**config.mk**
```make
export PLATFORM = sky130hd
export DESIGN_NAME = clksrc_mux_div
export DESIGN_NICKNAME = d
export VERILOG_FILES = /design/src/rtl/ccs_pkg.sv /design/src/rtl/ccs_field_bank.sv /design/src/rtl/ccs_tick_select.sv /design/src/rtl/ccs_divider.sv /design/src/rtl/clksrc_mux_div.sv
export SDC_FILE = /design/constraint.sdc
export NUM_CORES = 1
export LEC_CHECK = 0
export ABC_AREA = 1
export BUFFER_PORTS_ARGS = -buffer_cell sky130_fd_sc_hd__buf_2
export CORE_MARGIN = 10
export CORE_UTILIZATION = 55
export CTS_CLUSTER_SIZE = 40
export DETAILED_ROUTE_END_ITERATION = 10
export PLACE_DENSITY = 0.79
export SETUP_SLACK_MARGIN = 0.02
export SLEW_MARGIN = 10
export SYNTH_ARGS = -nofsm -noshare
export SYNTH_HDL_FRONTEND = slang
export SYNTH_SLANG_ARGS = --single-unit
```
**constraint.sdc**
```tcl
create_clock -name clk -period 1.4 [get_ports clk]
set_input_delay 0.35 -clock clk [delete_from_list [all_inputs] [get_ports clk]]
set_output_delay 0.35 -clock clk [all_outputs]
set_load 0.1 [all_outputs]
```
**src/rtl/ccs_pkg.sv**
```systemverilog
package ccs_pkg;

    localparam int FIELD_W    = 5;
    localparam int SRC_W      = 3;
    localparam int DIV_W      = 2;
    localparam int CNT_W      = 2;
    localparam int NUM_GEN    = 6;
    localparam int NUM_INPUTS = 2 ** SRC_W;

    typedef struct packed {
        logic [SRC_W-1:0] src;
        logic [DIV_W-1:0] div;
    } cons_field_t;

    typedef enum logic [DIV_W-1:0] {
        DIV_CODE_PASS = 2'd0,
        DIV_CODE_QUAD = 2'd1,
        DIV_CODE_TRI  = 2'd2,
        DIV_CODE_HALF = 2'd3
    } div_code_e;

    typedef struct packed {
        logic             ok;
        logic [DIV_W-1:0] code;
    } ratio_map_t;

    // Terminal count (ratio - 1) for a divide code; the table is non-monotonic.
    function automatic logic [CNT_W-1:0] last_count(logic [DIV_W-1:0] code, bit alt);
        logic [CNT_W-1:0] r;
        case (code)
            DIV_CODE_PASS: r = 2'd0;
            DIV_CODE_QUAD: r = 2'd3;
            DIV_CODE_TRI:  r = alt ? 2'd2 : 2'd0;
            default:       r = 2'd1;
        endcase
        return r;
    endfunction

    // Translate a requested ratio into a divide code; 3 falls back to 4 without the alt table.
    function automatic ratio_map_t map_ratio(logic [2:0] ratio, bit alt);
        ratio_map_t m;
        m.ok = 1'b1;
        case (ratio)
            3'd1:    m.code = DIV_CODE_PASS;
            3'd2:    m.code = DIV_CODE_HALF;
            3'd3:    m.code = alt ? DIV_CODE_TRI : DIV_CODE_QUAD;
            3'd4:    m.code = DIV_CODE_QUAD;
            default: begin
                m.ok   = 1'b0;
                m.code = DIV_CODE_PASS;
            end
        endcase
        return m;
    endfunction

endpackage

```
**src/rtl/ccs_field_bank.sv**
```systemverilog
module ccs_field_bank
    import ccs_pkg::*;
#(
    parameter int          NUM_CONS  = 6,
    parameter bit          ALT_DIV3  = 1'b0,
    parameter logic [31:0] RESET_VAL = 32'h0,
    localparam int         FB        = NUM_CONS * FIELD_W
) (
    input  logic                clk,
    input  logic                rst,
    input  logic                wr,
    input  logic [FB-1:0]       wdata,
    input  logic [NUM_CONS-1:0] en_req,
    input  logic [NUM_CONS-1:0] dis_req,
    input  logic [NUM_CONS-1:0] ratio_req,
    input  logic [2:0]          ratio_val,
    output logic [FB-1:0]       fld_vec
);

    ratio_map_t rmap;
    assign rmap = map_ratio(ratio_val, ALT_DIV3);

    for (genvar i = 0; i < NUM_CONS; i++) begin : g_field
        localparam cons_field_t      RST_F   = cons_field_t'(RESET_VAL[i*FIELD_W +: FIELD_W]);
        localparam logic [SRC_W-1:0] RST_SRC = RESET_VAL[i*FIELD_W+DIV_W +: SRC_W];
        localparam logic [SRC_W-1:0] RST_REM = (RST_SRC != '0) ? RST_SRC : SRC_W'(1);

        cons_field_t      fld_q;
        logic [SRC_W-1:0] rem_q;
        cons_field_t      wr_f;

        assign wr_f = cons_field_t'(wdata[i*FIELD_W +: FIELD_W]);

        always_ff @(posedge clk) begin
            if (rst) begin
                fld_q <= RST_F;
                rem_q <= RST_REM;
            end else if (wr) begin
                fld_q <= wr_f;
                if (wr_f.src != '0) begin
                    rem_q <= wr_f.src;
                end
            end else begin
                if (dis_req[i]) begin
                    fld_q.src <= '0;
                end else if (en_req[i]) begin
                    fld_q.src <= rem_q;
                end
                if (ratio_req[i] && rmap.ok) begin
                    fld_q.div <= rmap.code;
                end
            end
        end

        assign fld_vec[i*FIELD_W +: FIELD_W] = fld_q;
    end

endmodule

```
**src/rtl/ccs_tick_select.sv**
```systemverilog
module ccs_tick_select
    import ccs_pkg::*;
(
    input  logic [SRC_W-1:0]   src,
    input  logic               aux_tick,
    input  logic [NUM_GEN-1:0] gen_tick,
    output logic               sel_tick
);

    logic [NUM_INPUTS-1:0] pool;

    // Position 0 is the switched-off source and never ticks.
    assign pool     = {gen_tick, aux_tick, 1'b0};
    assign sel_tick = pool[src];

endmodule

```
**src/rtl/ccs_divider.sv**
```systemverilog
module ccs_divider
    import ccs_pkg::*;
#(
    parameter bit          ALT_DIV3  = 1'b0,
    parameter cons_field_t RST_FIELD = '0
) (
    input  logic        clk,
    input  logic        rst,
    input  cons_field_t field,
    input  logic        sel_tick,
    output logic        tick_q
);

    cons_field_t      field_q;
    logic [CNT_W-1:0] cnt_q;
    logic [CNT_W-1:0] eff_cnt;
    logic [CNT_W-1:0] last;
    logic             on;
    logic             restart;
    logic             hit;

    assign on      = (field.src != '0);
    assign restart = (field != field_q);
    assign eff_cnt = restart ? '0 : cnt_q;
    assign last    = last_count(field.div, ALT_DIV3);
    assign hit     = on && sel_tick && (eff_cnt == last);

    always_ff @(posedge clk) begin
        if (rst) begin
            field_q <= RST_FIELD;
            cnt_q   <= '0;
            tick_q  <= 1'b0;
        end else begin
            field_q <= field;
            tick_q  <= hit;
            if (!on) begin
                cnt_q <= '0;
            end else if (sel_tick) begin
                cnt_q <= hit ? '0 : eff_cnt + 1'b1;
            end else begin
                cnt_q <= eff_cnt;
            end
        end
    end

endmodule

```
**src/rtl/clksrc_mux_div.sv**
```systemverilog
module clksrc_mux_div
    import ccs_pkg::*;
#(
    parameter int          NUM_CONS  = 6,
    parameter int          REG_W     = 32,
    parameter bit          ALT_DIV3  = 1'b0,
    parameter logic [31:0] RESET_VAL = 32'h0
) (
    input  logic                clk,
    input  logic                rst,
    input  logic                reg_wr,
    input  logic [REG_W-1:0]    reg_wdata,
    output logic [REG_W-1:0]    reg_rdata,
    input  logic [NUM_CONS-1:0] en_req,
    input  logic [NUM_CONS-1:0] dis_req,
    input  logic [NUM_CONS-1:0] ratio_req,
    input  logic [2:0]          ratio_val,
    input  logic                aux_tick,
    input  logic [5:0]          gen_tick,
    output logic [NUM_CONS-1:0] cons_tick
);

    localparam int FB = NUM_CONS * FIELD_W;

    logic [FB-1:0] fld_vec;

    ccs_field_bank #(
        .NUM_CONS  (NUM_CONS),
        .ALT_DIV3  (ALT_DIV3),
        .RESET_VAL (RESET_VAL)
    ) bank_i (
        .clk       (clk),
        .rst       (rst),
        .wr        (reg_wr),
        .wdata     (reg_wdata[FB-1:0]),
        .en_req    (en_req),
        .dis_req   (dis_req),
        .ratio_req (ratio_req),
        .ratio_val (ratio_val),
        .fld_vec   (fld_vec)
    );

    assign reg_rdata = REG_W'(fld_vec);

    if (REG_W > FB) begin : g_pad
        logic unused_pad;
        assign unused_pad = ^reg_wdata[REG_W-1:FB];
    end

    for (genvar i = 0; i < NUM_CONS; i++) begin : g_cons
        cons_field_t cur;
        logic        sel;

        assign cur = cons_field_t'(fld_vec[i*FIELD_W +: FIELD_W]);

        ccs_tick_select sel_i (
            .src      (cur.src),
            .aux_tick (aux_tick),
            .gen_tick (gen_tick),
            .sel_tick (sel)
        );

        ccs_divider #(
            .ALT_DIV3  (ALT_DIV3),
            .RST_FIELD (cons_field_t'(RESET_VAL[i*FIELD_W +: FIELD_W]))
        ) div_i (
            .clk      (clk),
            .rst      (rst),
            .field    (cur),
            .sel_tick (sel),
            .tick_q   (cons_tick[i])
        );
    end

endmodule

```
==> results.md, run 1 <==
- Status: finished, violations left
- Failing checks: setup timing
- Core box area: 8680 um2
- Endpoints failing hold: 0
- Layout Nets: 934
- Tot GR Track Use: 0.212
- Fmax: 645 MHz
- Top-area cell type share of the netlist area: 0.394
- Post-synthesis xor/xnor area fraction: 0.0267
- Slowest cell on crit path: dfxtp_4
- Multiplexer share of the synthesized area: 0
- Syn Std Cell Area: slightly below 5000 um2
- Most used DFF post-synth: dfxtp_1
- Initial core utilization: 0.562
- CP max stage delay: 0.41 ns
- Post-layout util: 0.829
- # rows: 34
- Initial antenna violation count: 0
- Die area: between 10000 and 15000 um2
- Sink of the worst hold path: bank_i.g_field[5].rem_q[0]$_SDFFE_PP1P_
- Switching power: 2.62 mW
- CP endpoint kind: flip-flop
- Routed Antenna Nets: 0
- First-pass DRT Iterations: 5
- I/O pins: 101
- Compound-cell area share of the yosys netlist: 0.147
- Combinational Power Share: 0.301
- Worst Slack Setup Final: -0.151 ns
- Clk_skew: approximately 0.011 ns
- Period utilisation layout: 1.11
- Seq/Total Area, Yosys: 0.394
- Crit path required time: 1.66 ns
- Largest net degree at the start of global routing: 25
- Max clock buf depth: 2
- Critical Path Fanout Max: 8
- Diodes inserted: 0
- Post-synth EDFFs: 0
- Post-synthesis simple-gate area fraction: 0.323
- Cts bufs inserted: 9
- Crit path buf inv count: 1
- Final min period: between 1.5 and 2 ns
- Synth-to-Final Area Change: 47.4%
- Port buffer count: 96
- Switching share of power: 0.347
- HP Class: in -> reg
- Vias: 5403
- Worst Path Arrival: about 1.8 ns
- Share of cells above drive strength 1: 0.392
- Crit path kind: reg -> reg
- Synth unique cells: 38
- Synth warn: 0
- Asr flop ratio synth: 0
- H-Tree Level Count: 3
- Pleak: between 3 and 4 nW
- Routed length per instance: 16.1 um
- Part of the power in registers: 0.405
- Final setup fails: 18
- CP Cell Sequence: inv_4, nand2_2, nand2_2, nor2_2, nand3_2, nor2_4, o21ai_1, nor2_2, nor2_1
- Vias per cell: 5.49
- VDD IR-drop max: 0.624 mV
- Syn Inst Count: 729
- CTS tree: yes
- Die width: roughly 110 um
- First-pass GRT wire length: 23100 um
- Drt total wl: 15900 um
- Power density cells: 1050 nW/um2
- Setup TNS Final: -1.00 ns
- RSZ-0062 raised after global routing: true
- Crit path max-delay family: simple AND/OR/NAND/NOR gates
- GPL Wtd Cong: ~0.85
- Max_cap viols: 0
- Dpl hpwl: 10300 um
- Reg2reg setup slack: -0.15 ns
- Clk slew on worst S/H paths: 0.10 ns
- Hold_buf cts: 0
- Synth Register Bits: 96
- Worst-skew pair later-pin latency: 0.36 ns
- Setup crit start kind: flip-flop
- Main combinational cell family by area after synthesis: simple AND/OR/NAND/NOR gates
- Layout fillers: 498
- Adder-cell share of the synthesized area: 0
- Overflow after GRT: 0
- Top cells by area, synth: dfxtp_1 39%, nand2_1 16%, inv_1 5.8%
- Post-Syn Area per Cell: 6.69 um2
- Hold Crit Depth: 3
- Vias in the first global route: ~5000
- Pint: 4.92 mW
- Drt first-iter violations: 395
- FF-to-FF End: g_cons[0].div_i.cnt_q[0]$_SDFF_PP0_
- Min-delay src: reg_wdata[27]
- CTS Sinks: 96
- Yosys top cell by area: dfxtp_1
- Clock share of power: 0.294
- CTS Root Cell: clkbuf_8
- Drc violations: 0
- Reg2Reg Depth: 9
- Reg-to-Reg Start: bank_i.fld_vec[2]$_SDFFE_PP0P_
- Setup WS pre-CTS: -0.382 ns
- Max-slew violation count: 0
- Die H: 114 um
[per-stage QoR]
stage	std cells	hold slack, ns	total power, mW	cell area, um2
detailed placement	935	0.444	5.02	6310
global placement	935	0.438	4.96	6310
finish	984	0.242	7.54	7190
global route	984	0.260	7.80	7190
floorplan	730	0.429	4.35	5050
CTS	956	0.234	7.19	6620
[cells by family (layout without fill, tap and decap cells)]
| family | count (synthesis) | after routing |
|---|---|---|
| other | 1 | 2 |
| and+or+nand+nor | 364 | 364 |
| DFF | 96 | 96 |
| xor gates and xnor gates | 14 | 14 |
| AOI/OAI and AO/OA | 132 | 132 |
| buffers and inverters | 122 | 268 |
[tightest hold or removal path: cells and delay by family]
kind,cells,cell delay (ns)
simple gates,2,0.15
buf+inv,1,0.08
[power groups by stage]
| stage | Sequential, mW | Clock [mW] | Combinational (mW) |
|---|---|---|---|
| global placement | 3.11 | 0 | 1.86 |
| global route | 3.07 | 2.31 | 2.41 |
| CTS | 3.05 | 2.19 | 1.95 |
| detailed placement | 3.12 | 0 | 1.90 |
| finish | 3.05 | 2.22 | 2.27 |
| floorplan | 3.46 | 0 | 0.882 |
[how the worst max path moves through the flow]
stage                                                endpoint  slack, ns                             from  depth (start not counted)
after CTS                 g_cons[0].div_i.cnt_q[1]$_SDFF_PP0_      -0.04   bank_i.fld_vec[2]$_SDFFE_PP0P_                         10
after global placement        bank_i.fld_vec[15]$_SDFFE_PP0P_      -0.24                     ratio_val[0]                          9
final                     g_cons[0].div_i.cnt_q[0]$_SDFF_PP0_      -0.15   bank_i.fld_vec[2]$_SDFFE_PP0P_                          9
after floorplan           g_cons[4].div_i.cnt_q[0]$_SDFF_PP0_      -0.14  bank_i.fld_vec[22]$_SDFFE_PP0P_                         12
after global routing      g_cons[0].div_i.cnt_q[1]$_SDFF_PP0_      -0.19   bank_i.fld_vec[2]$_SDFFE_PP0P_                          9
after detailed placement       bank_i.fld_vec[5]$_SDFFE_PP0P_      -0.38                     ratio_val[0]                          8
[cells in the final DEF, fill, tap and decap left out, types with 4 or more instances in the layout]
master and n:
xnor2_1 6, buf_12 42, nand4_1 10, dfxtp_4 29, nand3_1 24, inv_1 67, nor3_2 6, a31oi_1 11
nand3_2 13, nor2_4 11, inv_2 15, buf_2 60, clkbuf_8 9, nand2_4 6, dfxtp_1 63, o21ai_2 6
a21oi_2 5, dfxtp_2 4, buf_4 42, buf_6 14, inv_4 7, a22oi_1 7, nor2_2 8, a21oi_1 31
nor2_1 62, o21ai_0 49, nand2_2 47, o211ai_1 6, nand2_1 163, nor3_1 6, o21ai_1 15
[final cells by class]
class | count | area, um2 | area share
sequential | 96 | 2040 | 0.283
clock inverter | 7 | 118 | 0.0163
timing repair buffer | 158 | 1610 | 0.224
tap | 108 | 135 | 0.0188
multi-input combinational | 512 | 2790 | 0.387
inverter | 94 | 380 | 0.0529
clock buffer | 9 | 124 | 0.0172
[synth_stat cells, types with 8 or more instances]
master	instances
a21oi_1	36
nand2_2	8
o21ai_1	18
dfxtp_1	96
nor3_1	11
o21ai_0	52
nand3_1	34
a31oi_1	11
nand4_1	10
xnor2_1	9
nor2_1	72
inv_2	13
buf_4	10
nand2_1	207
clkbuf_1	9
inv_1	76
[timing repair]
action,CTS,global route
resized for setup,9,116
endpoints found under the setup margin,14,21
gates cloned,0,0
pin swaps,7,55
setup buffers,5,28
[state kept, by name, summed over array words and instances (netlist names)]
| signal | count |
|---|---|
| g_cons.div_i.field_q | 30 |
| bank_i.fld_vec | 30 |
| g_cons.div_i.cnt_q | 12 |
| bank_i.g_field.rem_q | 18 |
| g_cons.div_i.tick_q | 6 |
[metal layers]
layer / vias to the layer above / global-route usage / share of wire
met5: - / 0 / 0
met4: 0 / 0.0802 / 0.027
met3: 42 / 0.0451 / 0.082
met2: 245 / 0.374 / 0.51
met1: 2508 / 0.245 / 0.38
li1: 2608 / - / -
Power figures use the tool's default switching activity.
==> run 2, diff against run 1 <==
==> constraint.sdc (replaced) <==
create_clock -name clk -period 1.4 [get_ports clk]
set_input_delay 0.35 -clock clk [delete_from_list [all_inputs] [get_ports clk]]
set_output_delay 0.35 -clock clk [all_outputs]
set_load 0.005 [all_outputs]
==> results.md, run 2 (synthesized netlist as in run 1, its figures left out) <==
- Status: finished, violations left
- Failing checks: setup timing
- Die area: 13000 um2
- CP Cell Sequence: inv_4, nand2_2, nand2_2, nand2_2, nor2_4, nand4_1, nand2_2, nand2_2, a21oi_2, nor2_1
- Initial antenna violation count: 0
- Most common cell after layout, fill and taps aside: nand2_1
- Port buffer count: 96
- Busiest grt layer: met2
- Vias per cell: approximately 5.4
- Critical Path Fanout Max: 4
- I/O pins: about 100
- First-pass DRT Iterations: 7
- Reg-to-Reg Start: bank_i.fld_vec[10]$_SDFFE_PP0P_
- Setup crit start kind: flip-flop
- Final setup fails: 1
- Endpoints failing hold: 0
- RSZ-0062 raised after global routing: true
- Max_cap viols: 0
- CTS Sinks: 96
- Die width: between 100 and 150 um
- Share of cells above drive strength 1: 0.378
- Worst Slack Setup Final: -0.0138 ns
- Tot GR Track Use: 0.204
- Synth-to-Final Area Change: 33.3%
- Global Route met3 Usage: 0.0524
- Final min period: 1.41 ns
- CTS Root Cell: clkbuf_8
- Min-delay src: reg_wdata[0]
- Commonest non-fill, non-tap cells in the layout: 167 x nand2_1, 96 x buf_2, 71 x inv_1, 71 x dfxtp_1
- Layout Cells excl Fill: a little under 1000
- Pleak: about 3.1 nW
- GPL Wtd Cong: 0.882
- Drc violations: 0
- Max clock buf depth: 2
- Period utilisation layout: 1.01
- Reg2reg setup slack: -0.01 ns
- Fmax: 707 MHz
- First-pass GRT wire length: 22000 um
- Routed Antenna Nets: 0
- Placed Instances: 957
- Largest net degree at the start of global routing: 22
- Layout Nets: 942
- HP Class: in -> reg
- CP Launch Point: bank_i.fld_vec[10]$_SDFFE_PP0P_
- Drt first-iter violations: 317
- Diodes inserted: 0
- Power density cells: 973 nW/um2
- GR Layer Usage met1: 0.245
- Vias: 5323
- Met2 Usage GRT: 0.340
- Worst Path Arrival: between 1.5 and 2 ns
- Initial core utilization: 0.562
- Clk_skew: 0.00934 ns
- Hold_buf cts: 0
- Overflow after GRT: 0
- Die H: 114 um
- Worst-skew pair later-pin latency: approximately 0.36 ns
- Dpl hpwl: 10300 um
- Sink of the worst hold path: bank_i.fld_vec[0]$_SDFFE_PP0P_
- Crit path kind: reg -> reg
- VDD IR-drop max: 0.632 mV
- Clk slew on worst S/H paths: ~0.090 ns
- Vias in the first global route: 4845
- Cts bufs inserted: 9
- Slowest cell on crit path: dfxtp_4
- Reg2Reg Depth: 10
- Setup WS pre-CTS: -0.197 ns
- Core box area: ~8700 um2
- Crit path required time: 1.65 ns
- Hold Crit Depth: 3
- H-Tree Level Count: 3
- FF-to-FF End: g_cons[2].div_i.cnt_q[1]$_SDFF_PP0_
- Drt total wl: 15000 um
- Critical path's most frequent cell: nand2_2
- CP max stage delay: ~0.37 ns
- Max-slew violation count: 0
- CP endpoint kind: flip-flop
- CTS tree: yes
- # rows: 34
- Routed length per instance: 15.2 um
## run 2: worst max-delay path by stage
stage	to	cells after the start
2_1_floorplan	g_cons[4].div_i.cnt_q[0]$_SDFF_PP0_	12
6_report	g_cons[2].div_i.cnt_q[1]$_SDFF_PP0_	10
3_3_place_gp	g_cons[2].div_i.cnt_q[1]$_SDFF_PP0_	11
5_1_grt	g_cons[1].div_i.tick_q$_SDFF_PP0_	9
4_1_cts	g_cons[0].div_i.cnt_q[1]$_SDFF_PP0_	10
3_5_place_dp	g_cons[2].div_i.cnt_q[1]$_SDFF_PP0_	13
## run 2: what timing repair did
| item | CTS | global route |
|---|---|---|
| setup buffers | 0 | 19 |
| pin swaps | 1 | 54 |
| gates resized for setup | 17 | 130 |
| setup endpoints to repair | 19 | 21 |
## run 2: metal layers
metal / routed length [um] / vias to the layer above
li1: - / 2626
met1: 6050 / 2447
met2: 7450 / 217
met3: 1120 / 33
met4: 410 / 0
met5: 0 / -
## run 2: critical path: cells and delay by family (launching register included)
| kind | cells | cell delay [ns] |
|---|---|---|
| AND/OR/NAND/NOR | 8 | 0.76 |
| flip-flops | 1 | 0.37 |
| AO/OA/AOI/OAI | 1 | 0.11 |
| buffers and inverters | 1 | 0.06 |
## run 2: per-stage QoR
step	hold slack (ns)	TNS [ns]	utilization	power (mW)	cell area, um2
floorplan	0.429	0	-	3.80	4880
global placement	0.440	-1.35	0.664	4.23	5760
detailed placement	0.451	-2.28	0.664	4.27	5760
CTS	0.234	0	0.690	6.10	5990
global route	0.239	-0.878	0.750	6.62	6500
finish	0.241	-0.0138	0.750	6.33	6500
## run 2: final cells by class
| type | count | area (um2) |
|---|---|---|
| clock buffers | 13 | 159 |
| clock inverters | 3 | 40.0 |
| fillers | 657 | 2170 |
| inverters | 94 | 368 |
| multi-input cells | 512 | 2740 |
| flip-flops and latches | 96 | 2000 |
| well taps | 108 | 135 |
| repair buffers | 166 | 1060 |
## run 2: power breakdown
group	switching, mW	leakage, nW	internal (mW)
clock network	0.936	0.103	0.921
logic	0.833	2.17	0.623
registers	0.138	0.802	2.88
total	1.91	3.08	4.42
